==> src/rtl/lrs_pkg.sv <==
package lrs_pkg;
    // Arbitration event for one memory cycle
    typedef enum logic {
        ARB_IDLE  = 1'b0,
        ARB_GRANT = 1'b1
    } arb_ev_t;
endpackage

==> src/rtl/lrs_pick.sv <==
module lrs_pick #(
    parameter int NPORTS = 4,
    localparam int IDW = $clog2(NPORTS)
) (
    input  logic [NPORTS-1:0]           ready,
    input  logic [NPORTS-1:0][IDW-1:0]  ord,
    output logic                        found,
    output logic [IDW-1:0]              win_slot,
    output logic [IDW-1:0]              win_id,
    output logic [NPORTS-1:0]           ack
);
    // Scan from the least recent slot upward; first ready port wins
    always_comb begin
        found    = 1'b0;
        win_slot = '0;
        win_id   = '0;
        for (int s = 0; s < NPORTS; s++) begin
            if (!found && ready[ord[s]]) begin
                found    = 1'b1;
                win_slot = IDW'(s);
                win_id   = ord[s];
            end
        end
    end

    for (genvar p = 0; p < NPORTS; p++) begin : g_ack
        assign ack[p] = found && (win_id == IDW'(p));
    end
endmodule

==> src/rtl/lrs_order.sv <==
module lrs_order
    import lrs_pkg::*;
#(
    parameter int NPORTS = 4,
    localparam int IDW = $clog2(NPORTS)
) (
    input  logic                        clk,
    input  logic                        rst_n,
    input  arb_ev_t                     ev,
    input  logic [IDW-1:0]              win_slot,
    input  logic [IDW-1:0]              win_id,
    output logic [NPORTS-1:0][IDW-1:0]  ord
);
    for (genvar g = 0; g < NPORTS; g++) begin : g_slot
        if (g == NPORTS - 1) begin : g_last
            always_ff @(posedge clk or negedge rst_n) begin
                if (!rst_n) begin
                    ord[g] <= IDW'(g);
                end else begin
                    unique case (ev)
                        ARB_IDLE:  ord[g] <= ord[g];
                        ARB_GRANT: ord[g] <= win_id;
                    endcase
                end
            end
        end else begin : g_mid
            always_ff @(posedge clk or negedge rst_n) begin
                if (!rst_n) begin
                    ord[g] <= IDW'(g);
                end else begin
                    unique case (ev)
                        ARB_IDLE:  ord[g] <= ord[g];
                        ARB_GRANT: if (IDW'(g) >= win_slot) ord[g] <= ord[g+1];
                    endcase
                end
            end
        end
    end
endmodule

==> src/rtl/lrs_arbiter.sv <==
module lrs_arbiter
    import lrs_pkg::*;
#(
    parameter int NPORTS = 4,
    localparam int IDW = $clog2(NPORTS)
) (
    input  logic                    clk,
    input  logic                    rst_n,
    input  logic [NPORTS-1:0]       ready,
    output logic [NPORTS-1:0]       ack,
    output logic [NPORTS*IDW-1:0]   prio_order
);
    logic [NPORTS-1:0][IDW-1:0] ord;
    logic                       found;
    logic [IDW-1:0]             win_slot;
    logic [IDW-1:0]             win_id;
    arb_ev_t                    ev;

    assign ev         = found ? ARB_GRANT : ARB_IDLE;
    assign prio_order = ord;

    lrs_pick #(.NPORTS(NPORTS)) u_pick (
        .ready    (ready),
        .ord      (ord),
        .found    (found),
        .win_slot (win_slot),
        .win_id   (win_id),
        .ack      (ack)
    );

    lrs_order #(.NPORTS(NPORTS)) u_order (
        .clk      (clk),
        .rst_n    (rst_n),
        .ev       (ev),
        .win_slot (win_slot),
        .win_id   (win_id),
        .ord      (ord)
    );
endmodule

==> config.mk <==
export PLATFORM = sky130hd
export DESIGN_NAME = lrs_arbiter
export DESIGN_NICKNAME = d
export VERILOG_FILES = /design/src/rtl/lrs_pkg.sv /design/src/rtl/lrs_pick.sv /design/src/rtl/lrs_order.sv /design/src/rtl/lrs_arbiter.sv
export SDC_FILE = /design/constraint.sdc
export NUM_CORES = 1
export LEC_CHECK = 0
export CELL_PAD_IN_SITES_DETAIL_PLACEMENT = 0
export CELL_PAD_IN_SITES_GLOBAL_PLACEMENT = 1
export CORE_ASPECT_RATIO = 1.1
export CORE_MARGIN = 3
export CORE_UTILIZATION = 37
export CTS_BUF_LIST = sky130_fd_sc_hd__clkbuf_4 sky130_fd_sc_hd__clkbuf_8
export DETAILED_ROUTE_END_ITERATION = 8
export PLACE_DENSITY_LB_ADDON = 0.08
export SYNTH_ARGS = -nofsm -noshare
export SYNTH_HDL_FRONTEND = slang
export SYNTH_SLANG_ARGS = --single-unit
export TNS_END_PERCENT = 1
==> constraint.sdc <==
create_clock -name clk -period 3.5 [get_ports clk]
set_input_delay 1.05 -clock clk [delete_from_list [all_inputs] [get_ports clk]]
set_output_delay 1.05 -clock clk [all_outputs]
set_load 0.01 [all_outputs]
Yosys cells after proc, flatten, opt, wreduce, memory -nomap -nowiden
Cells that the tools add are included.
{ "word_totals": {"latch_bits": 0, "mem_bits_rw": 0, "romBits": 0, "inputBits": 6, "wordCells": 58, "mem_count": 0, "regBits": 8, "out_inout_bits": 12} }
{ "op_classes": {"n_bitwise": 0, "eq_ne": 6, "reduce_logical": 14, "div_mod_pow": 0, "n_addsub": 0, "shift": 0, "multipliers": 0, "order_cmp": 7, "mux": 27} }
{ "op_table": {"columns": ["op", "n"], "rows": [
  ["$mux W2", 13],
  ["$lt A2 B3 Y1 const B", 4],
  ["$mux W1", 10],
  ["$bmux W1 S2", 4],
  ["$logic_and A1 B1 Y1", 7],
  ["$ne A2 B2 Y1 const B", 3],
  ["$reduce_and A2 Y1", 3],
  ["$eq A2 B2 Y1 const B", 2],
  ["$ge A1 B2 Y1 const A", 2],
  ["$logic_not A1 Y1", 3],
  ["$eq A2 B1 Y1 const B", 1],
  ["$ge A2 B2 Y1 const A", 1],
  ["$logic_not A2 Y1", 1]
]} }

Logic depth before layout (Yosys ltp)
Gate-level depths: netlist of run 1.
{ "depth": {"depth_word": 15, "mapped_depth": 6, "mapped_depth_nobuf": 5} }

Modules after synthesis
A second synthesis of run 1 with hierarchy kept.
{ "unflattened": {"cells_unflattened": 55, "area_unflattened_um2": 629.4} }
{ "by_module_without_submodules": {"columns": ["mod", "cells_per_inst", "instances", "area_per_inst_um2", "seq_area_each_um2"], "rows": [
  ["lrs_order", 19, 1, 334.1, 205.2],
  ["lrs_pick", 36, 1, 295.3, 0.0]
]} }

Least setup slack after synthesis of run 1
Ideal clock, no wire load.
{ "synth_timing": {"path_type": "input to output", "from": "in ready[3]", "to": "out ack[3]", "t_arrival_ns": 2.393, "path_slack_ns": 0.057, "path_buffers": 0, "required_ns": 2.450, "cell_stages": 4, "path_cell_list": "mux4_2 > or3_4 > o21a_1 > nor2_1"} }
{ "synth_between": {"elab_chain_len": 14, "elab_cells_between_ends": 24, "classes_between": "eq/ne (1); mux (16); reduce/logical (7)"} }
{ "synth_rtl": {"columns": ["element", "line", "source"], "rows": [
  ["from (decl)", "lrs_arbiter.sv:9", "input logic [NPORTS-1:0] ready,"],
  ["$bmux W1 S2", "lrs_pick.sv:18", "if (!found && ready[ord[s]]) begin"],
  ["$mux W1 (not written as such)", "lrs_pick.sv:18", null],
  ["$mux W1", "lrs_pick.sv:18", null],
  ["$logic_not A1 Y1", "lrs_pick.sv:18", null],
  ["$logic_and A1 B1 Y1", "lrs_pick.sv:18", null],
  ["$mux W1", "lrs_pick.sv:18", null],
  ["$logic_not A1 Y1", "lrs_pick.sv:18", null],
  ["$logic_and A1 B1 Y1", "lrs_pick.sv:18", null],
  ["$mux W1", "lrs_pick.sv:18", null],
  ["$logic_not A1 Y1", "lrs_pick.sv:18", null],
  ["$logic_and A1 B1 Y1", "lrs_pick.sv:18", null],
  ["$mux W2", "lrs_pick.sv:18", null],
  ["$eq A2 B2 Y1", "lrs_pick.sv:27", "assign ack[p] = found && (win_id == IDW'(p));"],
  ["$logic_and A1 B1 Y1 *", "lrs_pick.sv:27", null],
  ["to (decl)", "lrs_arbiter.sv:10", "output logic [NPORTS-1:0] ack,"]
]} }
Mark *: on every way between the ends. The rest lies on a longest branch, timed or not. The select of a mux whose other input is x is not followed.

Final worst setup path of run 1
{ "layout_timing": {"from": "in ready[3]", "to": "out ack[1]"} }
{ "layout_between": {"elab_chain_len": 14, "elab_cells_between_ends": 24, "classes_between": "eq/ne (1); mux (16); reduce/logical (7)"} }
{ "layout_rtl": {"columns": ["element", "line"], "rows": [
  ["$bmux W1 S2", "lrs_pick.sv:18"],
  ["$mux W1 (not written as such)", "lrs_pick.sv:18"],
  ["$mux W1", "lrs_pick.sv:18"],
  ["$logic_not A1 Y1", "lrs_pick.sv:18"],
  ["$logic_and A1 B1 Y1", "lrs_pick.sv:18"],
  ["$mux W1", "lrs_pick.sv:18"],
  ["$logic_not A1 Y1", "lrs_pick.sv:18"],
  ["$logic_and A1 B1 Y1", "lrs_pick.sv:18"],
  ["$mux W1", "lrs_pick.sv:18"],
  ["$logic_not A1 Y1", "lrs_pick.sv:18"],
  ["$logic_and A1 B1 Y1", "lrs_pick.sv:18"],
  ["$mux W2", "lrs_pick.sv:18"],
  ["$eq A2 B1 Y1", "lrs_pick.sv:27"],
  ["$logic_and A1 B1 Y1 *", "lrs_pick.sv:27"]
]} }
Marks and branches as above.

==> flow_summary.toml, run 1 <==
[run_status]
outcome = "complete, but fails checks"
violations = "negative setup slack"

[timing]
rsz0062_at_grt = "true"
period_needed_ns = 3.62
fin_ws_ns = -0.122
max_freq_mhz = 276
period_share_pct = 103
hold_viol = 0
setup_viol = 4
slew_violations = 0
clock_skew_ns = 0.00313
relSlewSlack_pct = 78.0
tightest_slew_ns = 0.321

[global_route]
grt_pass1_wl_um = 3330
antenna_found_initial = 0
grt_pass1_vias = 686
grtUsageTotal_pct = 20.3
grt_max_degree = 9
overflow = 0

[floorplan]
start_util_pct = 39.9
rows = 15
io_pins = 18
die_w_um = 45.8
die_h_um = 49.8
die_area_um2 = 2280
floorplan.core_area_um2 = 1610

[yosys]
synthesis.area_um2 = 644
syn_nets = 69
async_flop_share_pct = 100
synth_compound_area_share_pct = 20.2
ys.flop_type = "dfstp_2"
muxShareOfSynthArea_pct = 31.5
synth_xor_area_share_pct = 0
synthSimpleGateAreaFrac_pct = 12.4
synth.distinct_cells = 25
synth_warnings = 0
ys_seq_area_share_pct = 31.8
ys_seq_elements = 8
synth_top_family_by_area = "multiplexers"
synth.avg_cell_area_um2 = 10.2
synthAdderAreaFrac_pct = 0
synth_cells = 63
synth_edf_count = 0

[pwr]
finalPower_mw = 1.12
leakage_nw = 0.493
vdd_drop_max_uv = 480
powerDensity_nw_per_um2 = 1020

[finish]
final_cell_mix = "23 x buf_4, 9 x clkdlybuf4s50_1, 6 x mux2i_1"
regMostFlops = "u_order.ord"
regArea_um2 = 205
layout_commonest_cell = "buf_4"
antenna_cells = 0
syn2layout_area_growth_pct = 69.7
largestRegisters = "u_order.ord x8"
largest_reg_flops = 8
layout-drive-gt1-share_pct = 52.3
fillers = 133
multiInputGateArea_um2 = 472
layout.nets = 114

[flow_run]
cap_violations = 0

[clock_tree]
clock_latency_ns = 0.25
tritoncts = "built"
clkTransAtPathRegs_ns = 0.05
cts_root_buf = "clkbuf_4"
cts_buffers = 3
clockBufferDepth = 2
postCtsHoldBufs = 0
cts_num_sinks = 8
htree_levels = 1

[critical_path]
cp.required_ns = 2.45
crit_type = "primary input to output port"
crit_fanout = 6
rrSetupSlack_ns = 1.43
crit_arrival_ns = 2.57
end_kind = "output port"
reg2reg_depth = 4
critPathLaunchType = "primary input"

[drt]
ant_nets = 0
dr.pass1.iters = 4
post_drt_wl_per_cell_um = 15.9
num_vias = 703
totalWireLength_um = 1970
drc_errors = 0
vias_per_cell = 5.67
drtIter0Drc = 20

[place]
routabilityCongestion = 0.817
io_buffers = 17
post-place-ws_ns = -0.897
dp_hpwl_um = 1410

[min_path]
hp-class = "flop to flop"
holdPathStages = 2
[cell type report]
cell class | count | area share, %
multi-input combinational | 51 | 43.1
inverter | 2 | 0.686
tap | 17 | 1.95
sequential | 8 | 18.8
timing repair buffer | 42 | 32.7
clock buffer | 4 | 2.75
[worst max-delay path: stages]
cell and delay, ns:
buf_8 0.10, mux4_2 0.55, or3_4 0.44, o21ai_2 0.15, buf_4 0.13, nor2_2 0.02, buf_2 0.13
[stage by stage]
step                cell area [um^2]  util [%]  cells  TNS [ns]  hold WS [ns]
detailed placement               960      59.5    113     -3.52         0.542
CTS                             1060      65.7    121    -0.259         0.549
global placement                 960      59.5    113     -3.47         0.530
finish                          1090      67.8    124    -0.351         0.555
floorplan                        644         -     63         0         0.515
global route                    1090      67.8    124    -0.570         0.629
[power breakdown]
group	switching [mW]	leakage, nW	internal [mW]
combinational	0.347	0.383	0.465
clock	0.0306	0.0184	0.0513
sequential	0.0693	0.0909	0.156
[Yosys cell counts (all sizes together) (2+ instances only)]
cell | count | area, um^2
nand2 | 5 | 18.8
inv | 2 | 7.51
dfstp | 4 | 105
nor2b | 2 | 12.5
mux2 | 6 | 75.1
a22o | 4 | 35.0
o31ai | 2 | 15.0
o21ai | 3 | 15.0
mux2i | 6 | 60.1
clkbuf | 2 | 7.51
mux4 | 3 | 67.6
dfrtp | 4 | 100
a21oi | 5 | 25.0
nor2 | 5 | 18.8
[timing repair]
item	in CTS	in global routing
buffers inserted	3	3
pin swaps	5	6
endpoints found under the setup margin	4	4
cloned	1	0
hold endpoints to repair	0	0
resized for setup	50	3
[cells by family after synthesis]
family,after synthesis
mux,15
buf+inv,5
simple gates,16
flops,8
compound gates,19
[routing by layer]
layer | track usage [%] | up-vias | share of wire [%]
met1 | 26.2 | 324 | 42
met4 | 11.4 | 0 | 2.6
li1 | - | 330 | -
met3 | 3.65 | 6 | 8.5
met5 | 0 | - | 0
met2 | 30.9 | 43 | 47
[path summary, 6_finish.rpt]
path | from | end
max | ready[3] | ack[1]
min | u_order.ord[6]$_DFFE_PN1P_ | u_order.ord[6]$_DFFE_PN1P_
max reg2reg | u_order.ord[2]$_DFFE_PN1P_ | u_order.ord[4]$_DFFE_PN0P_
min reg2reg | u_order.ord[6]$_DFFE_PN1P_ | u_order.ord[6]$_DFFE_PN1P_
max in group asynchronous | rst_n | u_order.ord[6]$_DFFE_PN1P_
min in group asynchronous | rst_n | u_order.ord[0]$_DFFE_PN0P_
Power figures use the tool's default switching activity.
==> inputs of run 2 (changes only) <==
--- a/config.mk
+++ b/config.mk
@@ -5,6 +5,7 @@
 export SDC_FILE = /design/constraint.sdc
 export NUM_CORES = 1
 export LEC_CHECK = 0
+export CAP_MARGIN = 20
 export CELL_PAD_IN_SITES_DETAIL_PLACEMENT = 0
 export CELL_PAD_IN_SITES_GLOBAL_PLACEMENT = 1
 export CORE_ASPECT_RATIO = 1.1
==> results of run 2 <==
The final DEF is identical to that of run 1; final timing and power are the same.
==> inputs of run 3 (changes only) <==
--- a/config.mk
+++ b/config.mk
@@ -8,10 +8,9 @@
 export CAP_MARGIN = 20
 export CELL_PAD_IN_SITES_DETAIL_PLACEMENT = 0
 export CELL_PAD_IN_SITES_GLOBAL_PLACEMENT = 1
-export CORE_ASPECT_RATIO = 1.1
-export CORE_MARGIN = 3
 export CORE_UTILIZATION = 37
 export CTS_BUF_LIST = sky130_fd_sc_hd__clkbuf_4 sky130_fd_sc_hd__clkbuf_8
+export CTS_CLUSTER_SIZE = 30
 export DETAILED_ROUTE_END_ITERATION = 8
 export PLACE_DENSITY_LB_ADDON = 0.08
 export SYNTH_ARGS = -nofsm -noshare
==> run 3 against run 2 <==
The flow finishes with violations (design-rule violations, negative setup slack). Critical path depth rose by 1. Fmax about the same. First-iteration DRC count decreased by 60%. Non-clock buffer count down 3. Sequential cell count is the same. Routed wire length fell by 11%. Core utilization fell by 1.7 points. Critical endpoint unchanged. Largest cell class unchanged.
==> flow_summary.toml, run 3 (synthesis results as in run 1) <==
[clock_tree]
cts_num_sinks = 8
clockBufferDepth = 2
postCtsHoldBufs = 0
htree_levels = 1
tritoncts = "built"
clock_latency_ns = 0.25
cts_buffers = 3
cts_root_buf = "clkbuf_4"
clkTransAtPathRegs_ns = 0.05

[finish]
regMostFlops = "u_order.ord"
syn2layout_area_growth_pct = 59.8
largest_reg_flops = 8
largestRegisters = "u_order.ord x8"
regArea_um2 = 205
final_util_pct = 66.1
fin_cells = 119
antenna_cells = 0
fillers = 142
final_cell_mix = "21 x buf_4, 9 x clkdlybuf4s50_1, 6 x mux2i_1"
layout_commonest_cell = "buf_4"
layout.nets = 110
final_area_um2 = 1030
multiInputGateArea_um2 = 439
layout-drive-gt1-share_pct = 49.5

[critical_path]
cp.required_ns = 2.45
rrSetupSlack_ns = 1.41
critPathLaunchType = "primary input"
worst_path_largest_cell_delay_ns = 0.53
crit_arrival_ns = 2.57
crit_buf_inv = 3
cp_common_cell = "buf_6"
end_kind = "output port"
crit_family = "multiplexers"
crit_chain = "buf_6 -> mux4_2 -> buf_6 -> nor3_4 -> a2111oi_2 -> a211o_1 -> nor2_1 -> buf_2"
crit_fanout = 6
crit_type = "primary input to output port"
worst_path_max_delay_cell = "mux4_2"

[place]
post-place-ws_ns = -0.905
io_buffers = 17
dp_cells = 112
dp_hpwl_um = 1440
routabilityCongestion = 0.862
placed_area_um2 = 958

[run_status]
outcome = "complete, but fails checks"
violations = "design-rule violations, negative setup slack"

[timing]
fin_ws_ns = -0.123
period_share_pct = 104
max_freq_mhz = 276
period_needed_ns = 3.62
setup_viol = 4
tightest_slew_ns = 0.340
hold_viol = 0
rsz0062_at_grt = "true"
slew_violations = 0
clock_skew_ns = 0.00849
setup_tns_ns = -0.384
timing.hold.ws_ns = 0.531
relSlewSlack_pct = 77.2

[global_route]
grt_max_degree = 9
overflow = 0
grtUsageTotal_pct = 22.3
grt_pass1_vias = 661
grt_pass1_wl_um = 3020
antenna_found_initial = 0

[pwr]
seq_power_share_pct = 21.1
vdd_drop_max_uv = 448
clkPwrFrac_pct = 7.6
p_int_mw = 0.633
leakage_nw = 0.470
swShare_pct = 39.4
power.net_switching_mw = 0.410
combinationalPowerShare_pct = 71.4
finalPower_mw = 1.04
powerDensity_nw_per_um2 = 1010

[floorplan]
rows = 14
floorplan.core_area_um2 = 1560
start_util_pct = 41.3
die_area_um2 = 1910
die_w_um = 43.7
die_h_um = 43.7
io_pins = 18

[drt]
num_vias = 651
drc_errors = 3
totalWireLength_um = 1750
vias_per_cell = 5.47
post_drt_wl_per_cell_um = 14.7
ant_nets = 0
dr.pass1.iters = 6
drtIter0Drc = 8

[min_path]
hp-class = "flop to flop"

[flow_run]
cap_violations = 0
## run 3: final cells by class
| cell class | count | share of cell area (%) |
|---|---|---|
| flip-flops and latches | 8 | 19.9 |
| repair buffers | 39 | 31.8 |
| clock buffers | 4 | 2.92 |
| multi-input cells | 50 | 42.6 |
| well taps | 16 | 1.94 |
| inverters | 2 | 0.729 |
## run 3: worst min-delay path, stage by stage (launching register included)
cell     delay (ns)
dfstp_2        0.39
nand2_1        0.05
o21ai_0        0.08
## run 3: routing by layer
layer  GRT usage [%]  vias up  routed length (um)
li1                -      318                   -
met3            2.92        4                  59
met5               0        -                   0
met1            29.7      312                 794
met2            34.3       17                 857
met4            13.8        0                  40
## run 3: power by group through the flow
stage	combinational (mW)	sequential, mW	clock (mW)
floorplan	0.360	0.223	0
global placement	0.702	0.219	0
detailed placement	0.708	0.221	0
CTS	0.741	0.220	0.0824
global route	0.808	0.227	0.0872
finish	0.745	0.220	0.0790
## run 3: final timing paths
kind / start / endpoint / cells after the start
min reg2reg: u_order.ord[6]$_DFFE_PN1P_ / u_order.ord[6]$_DFFE_PN1P_ / 2
max reg2reg: u_order.ord[2]$_DFFE_PN1P_ / u_order.ord[4]$_DFFE_PN0P_ / 4
max in group asynchronous: rst_n / u_order.ord[5]$_DFFE_PN1P_ / 1
min in group asynchronous: rst_n / u_order.ord[1]$_DFFE_PN0P_ / 1
min: u_order.ord[6]$_DFFE_PN1P_ / u_order.ord[6]$_DFFE_PN1P_ / 2
max: ready[3] / ack[1] / 8
## run 3: repair_timing
item	CTS	global route
pin swaps	5	3
endpoints found under the setup margin	4	4
setup buffers	3	0
resized for setup	44	0
gates cloned	0	0
